<file path="src/rtl/lar_pkg.sv">
package lar_pkg;
   localparam int PORT_W = 3;
   typedef enum logic [PORT_W-1:0] {
      PORT_LOCAL = 3'd0,
      PORT_EAST  = 3'd1,
      PORT_WEST  = 3'd2,
      PORT_NORTH = 3'd3,
      PORT_SOUTH = 3'd4
   } port_e;
endpackage

</file>
<file path="src/rtl/lar_xy_route.sv">
module lar_xy_route
   import lar_pkg::*;
#(
   parameter int COORD_W = 3
) (
   input  logic [COORD_W-1:0] cur_x,
   input  logic [COORD_W-1:0] cur_y,
   input  logic [COORD_W-1:0] dst_x,
   input  logic [COORD_W-1:0] dst_y,
   output port_e              port
);
   always_comb begin
      if (dst_x > cur_x)      port = PORT_EAST;
      else if (dst_x < cur_x) port = PORT_WEST;
      else if (dst_y > cur_y) port = PORT_NORTH;
      else if (dst_y < cur_y) port = PORT_SOUTH;
      else                    port = PORT_LOCAL;
   end
endmodule

</file>
<file path="src/rtl/lar_sig_fifo.sv">
module lar_sig_fifo #(
   parameter int W     = 10,
   parameter int DEPTH = 4
) (
   input  logic         clk,
   input  logic         rst_n,
   input  logic         wr_en,
   input  logic [W-1:0] wr_data,
   input  logic         rd_en,
   output logic [W-1:0] rd_data,
   output logic         empty,
   output logic         full
);
   localparam int PTR_W = (DEPTH > 1) ? $clog2(DEPTH) : 1;
   localparam int CNT_W = $clog2(DEPTH + 1);
   localparam bit POW2  = (DEPTH & (DEPTH - 1)) == 0;

   if (DEPTH < 1) begin : g_bad_depth
      $error("lar_sig_fifo: DEPTH must be at least 1");
   end

   logic [W-1:0]     mem [DEPTH];
   logic [PTR_W-1:0] wr_ptr, rd_ptr, wr_nxt, rd_nxt;
   logic [CNT_W-1:0] count;
   logic             push, pop;

   assign empty   = (count == '0);
   assign full    = (count == CNT_W'(DEPTH));
   assign push    = wr_en && !full;
   assign pop     = rd_en && !empty;
   assign rd_data = mem[rd_ptr];

   if (POW2) begin : g_wrap_natural
      assign wr_nxt = wr_ptr + 1'b1;
      assign rd_nxt = rd_ptr + 1'b1;
   end else begin : g_wrap_compare
      assign wr_nxt = (wr_ptr == PTR_W'(DEPTH - 1)) ? '0 : wr_ptr + 1'b1;
      assign rd_nxt = (rd_ptr == PTR_W'(DEPTH - 1)) ? '0 : rd_ptr + 1'b1;
   end

   always_ff @(posedge clk) begin
      if (!rst_n) begin
         wr_ptr <= '0;
         rd_ptr <= '0;
         count  <= '0;
      end else begin
         if (push) wr_ptr <= wr_nxt;
         if (pop)  rd_ptr <= rd_nxt;
         case ({push, pop})
            2'b10:   count <= count + 1'b1;
            2'b01:   count <= count - 1'b1;
            default: count <= count;
         endcase
      end
   end

   always_ff @(posedge clk) begin
      if (push) mem[wr_ptr] <= wr_data;
   end

   p_no_overflow_r5: assert property (@(posedge clk) disable iff (!rst_n)
      count <= CNT_W'(DEPTH));
   p_full_drops_r5: assert property (@(posedge clk) disable iff (!rst_n)
      (full && !rd_en) |=> full);
endmodule

</file>
<file path="src/rtl/lar_sig_ctrl.sv">
module lar_sig_ctrl #(
   parameter int NUM_IN     = 5,
   parameter int NUM_VC     = 4,
   parameter int SIG_W      = 10,
   parameter int FIFO_DEPTH = 4,
   parameter int WING_VC    = 0,
   localparam int IN_W      = (NUM_IN > 1) ? $clog2(NUM_IN) : 1,
   localparam int VC_W      = (NUM_VC > 1) ? $clog2(NUM_VC) : 1
) (
   input  logic                           clk,
   input  logic                           rst_n,
   input  logic [NUM_IN*NUM_VC*SIG_W-1:0] cand_sig,
   input  logic [NUM_IN*VC_W-1:0]         p1_win_vc,
   input  logic [IN_W-1:0]                p2_win_in,
   input  logic                           norm_grant,
   input  logic                           wing_go,
   input  logic [IN_W-1:0]                wing_in,
   output logic                           fifo_full,
   output logic                           link_sig_vld,
   output logic [SIG_W-1:0]               link_sig
);
   if (WING_VC >= NUM_VC) begin : g_bad_wing
      $error("lar_sig_ctrl: WING_VC out of range");
   end

   logic [SIG_W-1:0] p1_sel   [NUM_IN];
   logic [SIG_W-1:0] wing_cand[NUM_IN];
   logic [SIG_W-1:0] norm_sig, wing_sig, fifo_head;
   logic             fifo_empty, fifo_pop;

   // first phase: each input's channel winner picks its candidate
   for (genvar i = 0; i < NUM_IN; i++) begin : g_p1
      logic [VC_W-1:0] vc;
      assign vc = p1_win_vc[i*VC_W +: VC_W];
      always_comb begin
         p1_sel[i] = '0;
         for (int v = 0; v < NUM_VC; v++)
            if (vc == VC_W'(v))
               p1_sel[i] = cand_sig[(i*NUM_VC+v)*SIG_W +: SIG_W];
      end
      assign wing_cand[i] = cand_sig[(i*NUM_VC+WING_VC)*SIG_W +: SIG_W];
   end

   // second phase: the winning input selects the final signal
   always_comb begin
      norm_sig = '0;
      wing_sig = '0;
      for (int i = 0; i < NUM_IN; i++) begin
         if (p2_win_in == IN_W'(i)) norm_sig = p1_sel[i];
         if (wing_in   == IN_W'(i)) wing_sig = wing_cand[i];
      end
   end

   assign fifo_pop = !wing_go && !fifo_empty;

   lar_sig_fifo #(.W(SIG_W), .DEPTH(FIFO_DEPTH)) u_fifo (
      .clk     (clk),
      .rst_n   (rst_n),
      .wr_en   (norm_grant),
      .wr_data (norm_sig),
      .rd_en   (fifo_pop),
      .rd_data (fifo_head),
      .empty   (fifo_empty),
      .full    (fifo_full)
   );

   always_ff @(posedge clk) begin
      if (!rst_n) begin
         link_sig_vld <= 1'b0;
         link_sig     <= '0;
      end else if (wing_go) begin
         link_sig_vld <= 1'b1;
         link_sig     <= wing_sig;
      end else if (!fifo_empty) begin
         link_sig_vld <= 1'b1;
         link_sig     <= fifo_head;
      end else begin
         link_sig_vld <= 1'b0;
      end
   end

   p_wing_immediate_r2: assert property (@(posedge clk) disable iff (!rst_n)
      wing_go |=> (link_sig_vld && link_sig == $past(wing_sig)));
   p_fifo_held_r4: assert property (@(posedge clk) disable iff (!rst_n)
      (wing_go && !fifo_empty) |=> !fifo_empty);
   p_fifo_drains_r3: assert property (@(posedge clk) disable iff (!rst_n)
      (!wing_go && !fifo_empty) |=> link_sig_vld);
endmodule

</file>
<file path="src/rtl/lar_sig_mgr.sv">
module lar_sig_mgr
   import lar_pkg::*;
#(
   parameter int COORD_W = 3,
   parameter int LCH_W   = 2,
   parameter int HINT_W  = 2,
   localparam int NUM_LCH = 1 << LCH_W,
   localparam int LCH_LO  = HINT_W,
   localparam int DX_LO   = LCH_LO + LCH_W,
   localparam int DY_LO   = DX_LO + COORD_W,
   localparam int SIG_W   = DY_LO + COORD_W
) (
   input  logic               clk,
   input  logic               rst_n,
   input  logic [COORD_W-1:0] node_x,
   input  logic [COORD_W-1:0] node_y,
   input  logic               sig_in_vld,
   input  logic [SIG_W-1:0]   sig_in,
   input  logic               hdr_vld,
   input  logic [LCH_W-1:0]   hdr_lcid,
   output logic               hdr_out_vld,
   output logic [COORD_W-1:0] hdr_dest_x,
   output logic [COORD_W-1:0] hdr_dest_y,
   output logic [HINT_W-1:0]  hdr_hint,
   output logic [PORT_W-1:0]  hdr_port
);
   logic               stg_vld;
   logic [SIG_W-1:0]   stg_sig;
   logic [COORD_W-1:0] stg_dx, stg_dy;
   logic [LCH_W-1:0]   stg_lcid;
   logic [HINT_W-1:0]  stg_hint;
   port_e              stg_port;

   logic [COORD_W-1:0] tbl_dx   [NUM_LCH];
   logic [COORD_W-1:0] tbl_dy   [NUM_LCH];
   logic [HINT_W-1:0]  tbl_hint [NUM_LCH];
   logic [PORT_W-1:0]  tbl_port [NUM_LCH];

   logic               use_byp;
   logic [COORD_W-1:0] sel_dx, sel_dy;
   logic [HINT_W-1:0]  sel_hint;
   logic [PORT_W-1:0]  sel_port;

   // arrival stage: route is computed during the following cycle
   always_ff @(posedge clk) begin
      if (!rst_n) begin
         stg_vld <= 1'b0;
         stg_sig <= '0;
      end else begin
         stg_vld <= sig_in_vld;
         if (sig_in_vld) stg_sig <= sig_in;
      end
   end

   assign stg_dy   = stg_sig[DY_LO  +: COORD_W];
   assign stg_dx   = stg_sig[DX_LO  +: COORD_W];
   assign stg_lcid = stg_sig[LCH_LO +: LCH_W];
   assign stg_hint = stg_sig[0      +: HINT_W];

   lar_xy_route #(.COORD_W(COORD_W)) u_route (
      .cur_x (node_x),
      .cur_y (node_y),
      .dst_x (stg_dx),
      .dst_y (stg_dy),
      .port  (stg_port)
   );

   for (genvar e = 0; e < NUM_LCH; e++) begin : g_tbl
      always_ff @(posedge clk) begin
         if (!rst_n) begin
            tbl_dx[e]   <= '0;
            tbl_dy[e]   <= '0;
            tbl_hint[e] <= '0;
            tbl_port[e] <= '0;
         end else if (stg_vld && stg_lcid == LCH_W'(e)) begin
            tbl_dx[e]   <= stg_dx;
            tbl_dy[e]   <= stg_dy;
            tbl_hint[e] <= stg_hint;
            tbl_port[e] <= stg_port;
         end
      end
   end

   // a header one cycle behind its signal reads the stage directly
   assign use_byp  = stg_vld && (stg_lcid == hdr_lcid);
   assign sel_dx   = use_byp ? stg_dx   : tbl_dx[hdr_lcid];
   assign sel_dy   = use_byp ? stg_dy   : tbl_dy[hdr_lcid];
   assign sel_hint = use_byp ? stg_hint : tbl_hint[hdr_lcid];
   assign sel_port = use_byp ? stg_port : tbl_port[hdr_lcid];

   always_ff @(posedge clk) begin
      if (!rst_n) begin
         hdr_out_vld <= 1'b0;
         hdr_dest_x  <= '0;
         hdr_dest_y  <= '0;
         hdr_hint    <= '0;
         hdr_port    <= '0;
      end else begin
         hdr_out_vld <= hdr_vld;
         if (hdr_vld) begin
            hdr_dest_x <= sel_dx;
            hdr_dest_y <= sel_dy;
            hdr_hint   <= sel_hint;
            hdr_port   <= sel_port;
         end
      end
   end

   p_hdr_latency_r7: assert property (@(posedge clk) disable iff (!rst_n)
      hdr_vld |=> hdr_out_vld);
   p_local_means_home_r8: assert property (@(posedge clk) disable iff (!rst_n)
      (hdr_out_vld && hdr_port == PORT_LOCAL && $stable(node_x) && $stable(node_y))
      |-> (hdr_dest_x == node_x && hdr_dest_y == node_y));
   p_port_legal_r8: assert property (@(posedge clk) disable iff (!rst_n)
      hdr_out_vld |-> (hdr_port <= PORT_W'(PORT_SOUTH)));
endmodule

</file>
<file path="src/rtl/lookahead_route_unit.sv">
module lookahead_route_unit
   import lar_pkg::*;
#(
   parameter int NUM_IN     = 5,
   parameter int NUM_VC     = 4,
   parameter int COORD_W    = 3,
   parameter int LCH_W      = 2,
   parameter int HINT_W     = 2,
   parameter int FIFO_DEPTH = 4,
   localparam int SIG_W     = 2*COORD_W + LCH_W + HINT_W,
   localparam int IN_W      = (NUM_IN > 1) ? $clog2(NUM_IN) : 1,
   localparam int VC_W      = (NUM_VC > 1) ? $clog2(NUM_VC) : 1
) (
   input  logic                           clk,
   input  logic                           rst_n,
   input  logic [COORD_W-1:0]             node_x,
   input  logic [COORD_W-1:0]             node_y,
   input  logic [NUM_IN*NUM_VC*SIG_W-1:0] cand_sig,
   input  logic [NUM_IN*VC_W-1:0]         p1_win_vc,
   input  logic [IN_W-1:0]                p2_win_in,
   input  logic                           norm_grant,
   input  logic                           wing_go,
   input  logic [IN_W-1:0]                wing_in,
   output logic                           fifo_full,
   output logic                           link_sig_vld,
   output logic [SIG_W-1:0]               link_sig,
   input  logic                           sig_in_vld,
   input  logic [SIG_W-1:0]               sig_in,
   input  logic                           hdr_vld,
   input  logic [LCH_W-1:0]               hdr_lcid,
   output logic                           hdr_out_vld,
   output logic [COORD_W-1:0]             hdr_dest_x,
   output logic [COORD_W-1:0]             hdr_dest_y,
   output logic [HINT_W-1:0]              hdr_hint,
   output logic [PORT_W-1:0]              hdr_port
);
   if (NUM_VC > (1 << LCH_W)) begin : g_bad_lch
      $error("lookahead_route_unit: LCH_W too narrow for NUM_VC");
   end
   if (NUM_IN < 1 || NUM_VC < 2) begin : g_bad_dims
      $error("lookahead_route_unit: need an input and a wing plus normal channel");
   end

   lar_sig_ctrl #(
      .NUM_IN(NUM_IN), .NUM_VC(NUM_VC), .SIG_W(SIG_W),
      .FIFO_DEPTH(FIFO_DEPTH), .WING_VC(0)
   ) u_ctrl (
      .clk          (clk),
      .rst_n        (rst_n),
      .cand_sig     (cand_sig),
      .p1_win_vc    (p1_win_vc),
      .p2_win_in    (p2_win_in),
      .norm_grant   (norm_grant),
      .wing_go      (wing_go),
      .wing_in      (wing_in),
      .fifo_full    (fifo_full),
      .link_sig_vld (link_sig_vld),
      .link_sig     (link_sig)
   );

   lar_sig_mgr #(
      .COORD_W(COORD_W), .LCH_W(LCH_W), .HINT_W(HINT_W)
   ) u_mgr (
      .clk         (clk),
      .rst_n       (rst_n),
      .node_x      (node_x),
      .node_y      (node_y),
      .sig_in_vld  (sig_in_vld),
      .sig_in      (sig_in),
      .hdr_vld     (hdr_vld),
      .hdr_lcid    (hdr_lcid),
      .hdr_out_vld (hdr_out_vld),
      .hdr_dest_x  (hdr_dest_x),
      .hdr_dest_y  (hdr_dest_y),
      .hdr_hint    (hdr_hint),
      .hdr_port    (hdr_port)
   );
endmodule

</file>
<file path="config.mk">
export PLATFORM = sky130hd
export DESIGN_NAME = lookahead_route_unit
export DESIGN_NICKNAME = d
export VERILOG_FILES = /design/src/rtl/lar_pkg.sv /design/src/rtl/lar_xy_route.sv /design/src/rtl/lar_sig_fifo.sv /design/src/rtl/lar_sig_ctrl.sv /design/src/rtl/lar_sig_mgr.sv /design/src/rtl/lookahead_route_unit.sv
export SDC_FILE = /design/constraint.sdc
export NUM_CORES = 1
export LEC_CHECK = 0
export ABC_AREA = 1
export BUFFER_PORTS_ARGS = -buffer_cell sky130_fd_sc_hd__clkbuf_2
export CAP_MARGIN = 0
export CORE_MARGIN = 3
export CORE_UTILIZATION = 28
export DETAILED_ROUTE_END_ITERATION = 10
export PLACE_DENSITY = 0.48
export SYNTH_ARGS = -nofsm -noshare
export SYNTH_HDL_FRONTEND = slang
export SYNTH_HIERARCHICAL = 1
export SYNTH_SLANG_ARGS = --single-unit
</file>
<file path="constraint.sdc">
create_clock -name clk -period 3.21 [get_ports clk]
set_clock_uncertainty 0.2 [all_clocks]
set_input_delay 0.642 -clock clk [delete_from_list [all_inputs] [get_ports clk]]
set_output_delay 0.642 -clock clk [all_outputs]
set_load 0.03 [all_outputs]
</file>
=== Word level (Yosys, flattened, before mapping) ===
Memory sizes are Yosys's and may differ from the RTL's. A register that Yosys moved wholly into a read port is not among the register bits.
Index checks and enable logic that the tools add are counted.

* Memories kept: 5
* Bits in writable memories: 84
* Input bits: 240
* Bits in registers: 41
* Word-level logic and storage cells: 169
* Bits in read-only memories: 0
* Bits in latches: 0
* Output and inout port bits: 24

{| class="wikitable"
|+ Memory list
! memory !! words !! width !! rd ports !! clocked after Yosys merged registers in !! wr ports !! line !! source
|-
| u_ctrl.u_fifo.mem || 4 || 10 || 1 || 1 || 1 || lar_sig_fifo.sv:22 || <nowiki>logic [W-1:0] mem [DEPTH];</nowiki>
|-
| u_mgr.tbl_dx || 4 || 3 || 1 || 0 || 4 || lar_sig_mgr.sv:34 || <nowiki>logic [COORD_W-1:0] tbl_dx [NUM_LCH];</nowiki>
|-
| u_mgr.tbl_dy || 4 || 3 || 1 || 0 || 4 || lar_sig_mgr.sv:35 || <nowiki>logic [COORD_W-1:0] tbl_dy [NUM_LCH];</nowiki>
|-
| u_mgr.tbl_port || 4 || 3 || 1 || 0 || 4 || lar_sig_mgr.sv:37 || <nowiki>logic [PORT_W-1:0] tbl_port [NUM_LCH];</nowiki>
|-
| u_mgr.tbl_hint || 4 || 2 || 1 || 0 || 4 || lar_sig_mgr.sv:36 || <nowiki>logic [HINT_W-1:0] tbl_hint [NUM_LCH];</nowiki>
|}

* Mux-type cells: 76
* $add $sub $neg: 4
* Divide/modulo/power cells: 0
* Bitwise operators: 16
* Equal/unequal tests: 31
* $mul: 0
* Shift-type cells: 0
* Reduce and logical (&&, ||, !) cells: 21
* Order comparisons: 4

{| class="wikitable"
|+ Operators by type and width
! kind !! number
|-
| $mux W10 || 32
|-
| $mux W3 || 19
|-
| $eq A2 B2 Y1 const B || 13
|-
| $mux W1 || 17
|-
| $or A1 B1 Y1 || 16
|-
| $eq A2 B1 Y1 const B || 7
|-
| $mux W2 || 7
|-
| $eq A3 B2 Y1 const B || 4
|-
| $logic_not A2 Y1 || 6
|-
| $eq A3 B3 Y1 const B || 3
|-
| $logic_not A3 Y1 || 3
|-
| $logic_and A1 B1 Y1 || 8
|-
| $eq A3 B1 Y1 const B || 2
|-
| $gt A3 B3 Y1 || 2
|-
| $lt A3 B3 Y1 || 2
|-
| $pmux W3 S2 || 1
|-
| $add A2 B1 Y2 const B || 2
|-
| $add A3 B1 Y3 const B || 1
|-
| $logic_not A1 Y1 || 3
|-
| $sub A3 B1 Y3 const B || 1
|-
| $eq A2 B2 Y1 || 1
|-
| $ne A2 B2 Y1 const B || 1
|-
| $reduce_bool A2 Y1 || 1
|}

=== Longest topological paths before layout ===
* Depth after elaboration: 10
* Mapped depth: 15
* Mapped depth without buffers: 15

=== Cells and area by module ===
The synthesis kept the hierarchy.

{| class="wikitable"
|+ Modules (own cells, without submodules)
! module !! sequential area each (sq um) !! cells an instance !! instances !! area each (sq um)
|-
| lar_sig_mgr || 1781.7 || 391 || 1 || 3144.3
|-
| lar_sig_ctrl || 220.2 || 570 || 1 || 2725.1
|-
| lar_sig_fifo || 1381.3 || 167 || 1 || 1983.2
|-
| lar_xy_route || 0.0 || 30 || 1 || 177.7
|}

=== Worst setup path before layout ===
OpenSTA, ideal clock, no wires.

* Path type: input port to flip-flop
* From: in wing_go
* To: reg u_ctrl.u_fifo.count[2]
* Path slack: 939 ps
* Stages: 12
* Library setup time: 113 ps
* Required time: 2897 ps
* Arrival: 1958 ps
* Path buffers: 0
* Cell sequence: nor2_2 nand2_2 inv_2 ha_1 inv_1 fa_1 inv_1 nand2_1 nand3_1 nand2_1 nand2_1 nor2_1

* Longest elaborated chain between the ends: 5
* Elaborated cells between the ends (all ways): 7
* Those cells by class: eq/ne (2); mux (1); reduce/logical (4)

{| class="wikitable"
|+ RTL lines
! item !! line !! source
|-
| start, declared || lookahead_route_unit.sv:22 || <nowiki>input logic wing_go,</nowiki>
|-
| $logic_not A1 Y1 (*) || lar_sig_ctrl.sv:54 || <nowiki>assign fifo_pop = !wing_go && !fifo_empty;</nowiki>
|-
| $logic_and A1 B1 Y1 (*) || lar_sig_ctrl.sv:54 ||
|-
| $logic_and A1 B1 Y1 (*) || lar_sig_fifo.sv:30 || <nowiki>assign pop = rd_en && !empty;</nowiki>
|-
| named net u_ctrl.u_fifo.pop || lar_sig_fifo.sv:25 || <nowiki>logic push, pop;</nowiki>
|-
| $eq A2 B1 Y1 or $eq A2 B2 Y1 (tied branches) || lar_sig_fifo.sv:49 || <nowiki>case ({push, pop})</nowiki>
|-
| $pmux W3 S2 or $reduce_bool A2 Y1 (tied branches) || n/a ||
|-
| end signal, assigned || lar_sig_fifo.sv:50 || <nowiki>2'b10: count <= count + 1'b1;</nowiki>
|-
| end signal, assigned || lar_sig_fifo.sv:51 || <nowiki>2'b01: count <= count - 1'b1;</nowiki>
|-
| end signal, assigned || lar_sig_fifo.sv:52 || <nowiki>default: count <= count;</nowiki>
|-
| end, declared || lar_sig_fifo.sv:24 || <nowiki>logic [CNT_W-1:0] count;</nowiki>
|}

The timed path passes the listed nets; every way through them passes the cells marked *.
A chain may end at the register's enable or synchronous reset.

=== Final worst setup path ===
* From: reg u_ctrl.u_fifo.count[2]
* To: reg u_ctrl.u_fifo.count[2]

* Longest elaborated chain between the ends: 6
* Elaborated cells between the ends (all ways): 13
* Those cells by class: add/sub (2); eq/ne (3); mux (1); reduce/logical (7)

{| class="wikitable"
|+ RTL lines
! item !! line !! source
|-
| $logic_not A3 Y1 (*) || lar_sig_fifo.sv:27 || <nowiki>assign empty = (count == '0);</nowiki>
|-
| named net u_ctrl.fifo_empty || lar_sig_ctrl.sv:29 || <nowiki>logic fifo_empty, fifo_pop;</nowiki>
|-
| $logic_not A1 Y1 (*) || lar_sig_ctrl.sv:54 ||
|-
| $logic_and A1 B1 Y1 (*) || lar_sig_ctrl.sv:54 ||
|-
| named net u_ctrl.fifo_pop || lar_sig_ctrl.sv:29 ||
|-
| $logic_and A1 B1 Y1 (*) || lar_sig_fifo.sv:30 ||
|-
| named net u_ctrl.u_fifo.pop || lar_sig_fifo.sv:25 ||
|-
| $eq A2 B1 Y1 or $eq A2 B2 Y1 (tied branches) || lar_sig_fifo.sv:49 ||
|-
| $pmux W3 S2 or $reduce_bool A2 Y1 (tied branches) || n/a ||
|}

Marks and branches as above.

==> reports/qor.yml <==
clock_network:
  clock_tree.buffer_depth: 2
  tritoncts_clock_tree: "built"
  clock-sinks: 127
  postCtsSetupRepairBufs: 0
  cts-root-buf: "clkbuf_16"
  cts-buffers-inserted: 17
  clkSlewWorstSetupHoldPaths_ns: 0.06
  postCtsResizedCells: 0
  cts_hold_buf: 0
  h-tree-depth: 4
  clock_insertion_delay_worst_skew_ns: 0.41
finish:
  final_cell_count_without_fillers: 1805
  final_area_um2: 10400
  fraction_of_layout_cells_with_a_size_suffix_above_1_pct: 23.4
  num-nets-final: 1665
  synthToLayoutAreaGrowth_pct: 29.2
  nFillCells: 3053
  final_util_pct: 37.0
routing:
  drt_first_iter_violations: 584
  viasPerCell: 4.72
  first_pass_iters: 5
  wl_per_cell_um: 17.6
  routed-via-count: 8516
  route.detailed.drc: 0
  wirelength_um: 31800
  route.antenna.remaining_nets: 0
critical_path:
  cp-end-kind: "flop"
  crit_fanout: 12
  critical_path.max_stage_delay_ns: 0.39
  r2r-start: "u_ctrl/u_fifo/count[2]"
  buf_inv_on_cp: 6
  worstSetupStartpointType: "flop"
  critPathSlowestCell: "fa_1"
  crit_path_cell_trace: "inv_1 > nand2_2 > inv_1 > nor2_2 > buf_4 > nand2_2 > inv_2 > ha_1 > inv_1 > fa_1 > inv_1 > nand2_1 > nand3_1 > nand2_1 > nand2_1 > nor2_1"
  crit_path_most_repeated_cell: "inv_1"
  setup.worst_path.class: "reg2reg"
  critical_path.top_delay_family: "buffers and inverters"
  worst-endpoint-required_ns: 3.32
  critical_path.startpoint: "u_ctrl/u_fifo/count[2]"
  worstPathArrival_ns: 2.43
run:
  drv_cap: 0
timing:
  hold_ws_ns: 0.224
  finalHoldViolCount: 0
  setup_slack_ns: 0.891
  setup_viol: 0
  unrepaired_setup_endpoints_after_global_routing: "false"
  worst_pin_slew_ns: 0.675
  drv_slew: 0
  fin_setup_tns_ns: 0
  max_freq_ghz: 0.431
  post-route-period-util_pct: 72.3
  slew_headroom_pct: 54.8
  period_minus_slack_ns: 2.32
global_route:
  grt_first_pass_wirelength_um: 48000
  grt_antenna_before_repair: 1
  pin_count_of_the_biggest_net_entering_global_routing: 24
  grt-ovfl-total: 0
  first_global_vias: 8428
  grt_usage_pct: 20.4
power_and_ir_drop:
  post-layout-total-power_mw: 5.37
  p_leak_nw: 5.13
  power_per_cell_area_nw_per_um2: 517
  vdd_drop_max_uv: 395
placement:
  hpwlAfterDp_um: 26200
  count_of_input_and_output_buffers: 263
  dpl.cell_count: 1772
  place.gp.congestion: 0.963
  preCtsSetupSlack_ns: 0.688
  dpl_cell_area_um2: 9700
synthesis:
  synth-edff-count: 84
  synth_mux_area_share_pct: 0
  synth_nets: 1410
  synthesis.area_per_instance_um2: 6.93
  yosys_warnings: 6
  synth_xor_xnor_area_share_pct: 0
  yosysSeqAreaShare_pct: 42.1
  synthAdderAreaFrac_pct: 1.96
  post_synth_inst_count: 1158
  ys.flop_type: "edfxtp_1"
  number_of_library_cell_types_mapped_by_synthesis: 32
  async_flop_share_pct: 0
  synth_area_in_compound_gates_pct: 9.55
  synth_seq_cells: 127
  post_synthesis_instance_area_um2: 8030
  synth_top_family_by_area: "simple AND/OR/NAND/NOR gates"
  post_synth_and_or_nand_nor_area_fraction_pct: 35.9
die:
  design.portCount: 264
  design.die.area_um2: 30700
  dieHeight_um: 175
  floorplan.initialDensity_pct: 28.7
  coreArea_um2: 28000
  fp.dieW_um: 175
  num_rows: 61
worst_hold_path:
  min_path_type: "in2reg"
  holdCritStartpoint: "sig_in_vld"
outcome:
  outcome: "finished, final reports clean"
==> tightest hold or removal path, stage by stage <==
cell and delay [ns]:
clkbuf_2 0.09, nand2_1 0.04, inv_1 0.04
==> flip-flops by register name, summed over array words and instances (netlist names), 2 cells and up, named ones only <==
register / cells
u_mgr/stg_sig: 10
u_ctrl/u_fifo/count: 3
u_mgr/hdr_dest_x: 3
u_mgr/tbl_dx: 12
u_mgr/hdr_port: 3
u_mgr/hdr_dest_y: 3
u_mgr/hdr_hint: 2
u_ctrl/u_fifo/wr_ptr: 2
u_ctrl/u_fifo/rd_ptr: 2
u_mgr/tbl_dy: 12
u_mgr/tbl_hint: 8
u_ctrl/u_fifo/mem: 40
u_ctrl/link_sig: 10
u_mgr/tbl_port: 12
==> logic make-up after synthesis <==
| kind of cell | Yosys count |
|---|---|
| AND/OR/NAND/NOR | 676 |
| buffers and inverters | 207 |
| AO/OA/AOI/OAI | 136 |
| flip-flops | 127 |
| adder cells (fa/ha/maj) | 12 |
==> synth_stat cells, types with 2 or more instances <==
cell,count,share of area (%)
ha_1,11,1.7
a22o_1,9,0.98
buf_2,18,1.1
nand2_2,3,0.23
o211ai_1,8,0.75
or2_2,4,0.31
nand3_1,116,7.2
edfxtp_1,84,31
nor2_4,2,0.28
nor3_1,2,0.12
a21oi_1,32,2.0
buf_4,3,0.28
nand4_1,41,3.2
inv_2,3,0.14
o22ai_1,10,0.78
o21bai_1,5,0.47
nand2_4,3,0.42
nand2_1,337,16
nor2_1,158,7.4
o2111ai_1,2,0.22
clkinv_1,3,0.14
buf_6,4,0.56
nor2_2,7,0.55
clkbuf_2,2,0.12
o21ai_0,70,4.4
clkbuf_1,13,0.61
inv_1,160,7.5
dfxtp_1,43,11
nand3_2,2,0.25
==> cells in the final DEF (no fill, tap or decap), drive strengths merged <==
| master | n |
|---|---|
| diode | 1 |
| inv | 165 |
| a22o | 9 |
| nand4 | 41 |
| nor3 | 3 |
| bufinv | 2 |
| ha | 11 |
| o21bai | 5 |
| nand2 | 343 |
| or2 | 4 |
| o211ai | 8 |
| a21oi | 32 |
| edfxtp | 84 |
| nand3 | 118 |
| clkinvlp | 3 |
| clkbuf | 285 |
| fa | 1 |
| o2111ai | 2 |
| nor2 | 167 |
| buf | 14 |
| o22ai | 10 |
| o21ai | 70 |
| dfxtp | 43 |
| clkinv | 6 |
==> path summary, 6_finish.rpt <==
| check | to | slack (ns) | cells past startpoint |
|---|---|---|---|
| setup reg to reg | u_ctrl/u_fifo/count[2] | 0.89 | 16 |
| hold / removal | u_mgr/stg_vld | 0.22 | 3 |
| hold reg to reg | u_ctrl/u_fifo/wr_ptr[1] | 0.30 | 2 |
| setup / recovery | u_ctrl/u_fifo/count[2] | 0.89 | 16 |
==> layer usage <==
layer / wire length, µm / track usage, %
met1: 12900 / 24.1
met2: 16200 / 37.0
met3: 1840 / 4.00
met4: 820 / 6.15
met5: 0 / 0
==> where the power goes <==
| part | internal [mW] | leakage [nW] | switching (mW) |
|---|---|---|---|
| Clock | 1.37 | 0.321 | 0.731 |
| Combinational | 0.430 | 3.62 | 0.854 |
| Sequential | 1.90 | 1.19 | 0.0741 |
==> layout make-up <==
| type | instances | area [µm²] | area share (%) |
|---|---|---|---|
| inverter | 166 | 623 | 6.01 |
| multi-input combinational | 824 | 3800 | 36.7 |
| clock buffer | 22 | 551 | 5.31 |
| timing repair buffer | 277 | 1420 | 13.7 |
| antenna | 1 | 2.50 | 0.0241 |
| tap | 378 | 473 | 4.56 |
| clock inverter | 10 | 114 | 1.10 |
| sequential | 127 | 3380 | 32.6 |
Note: power is estimated with default switching activity, not from simulation.
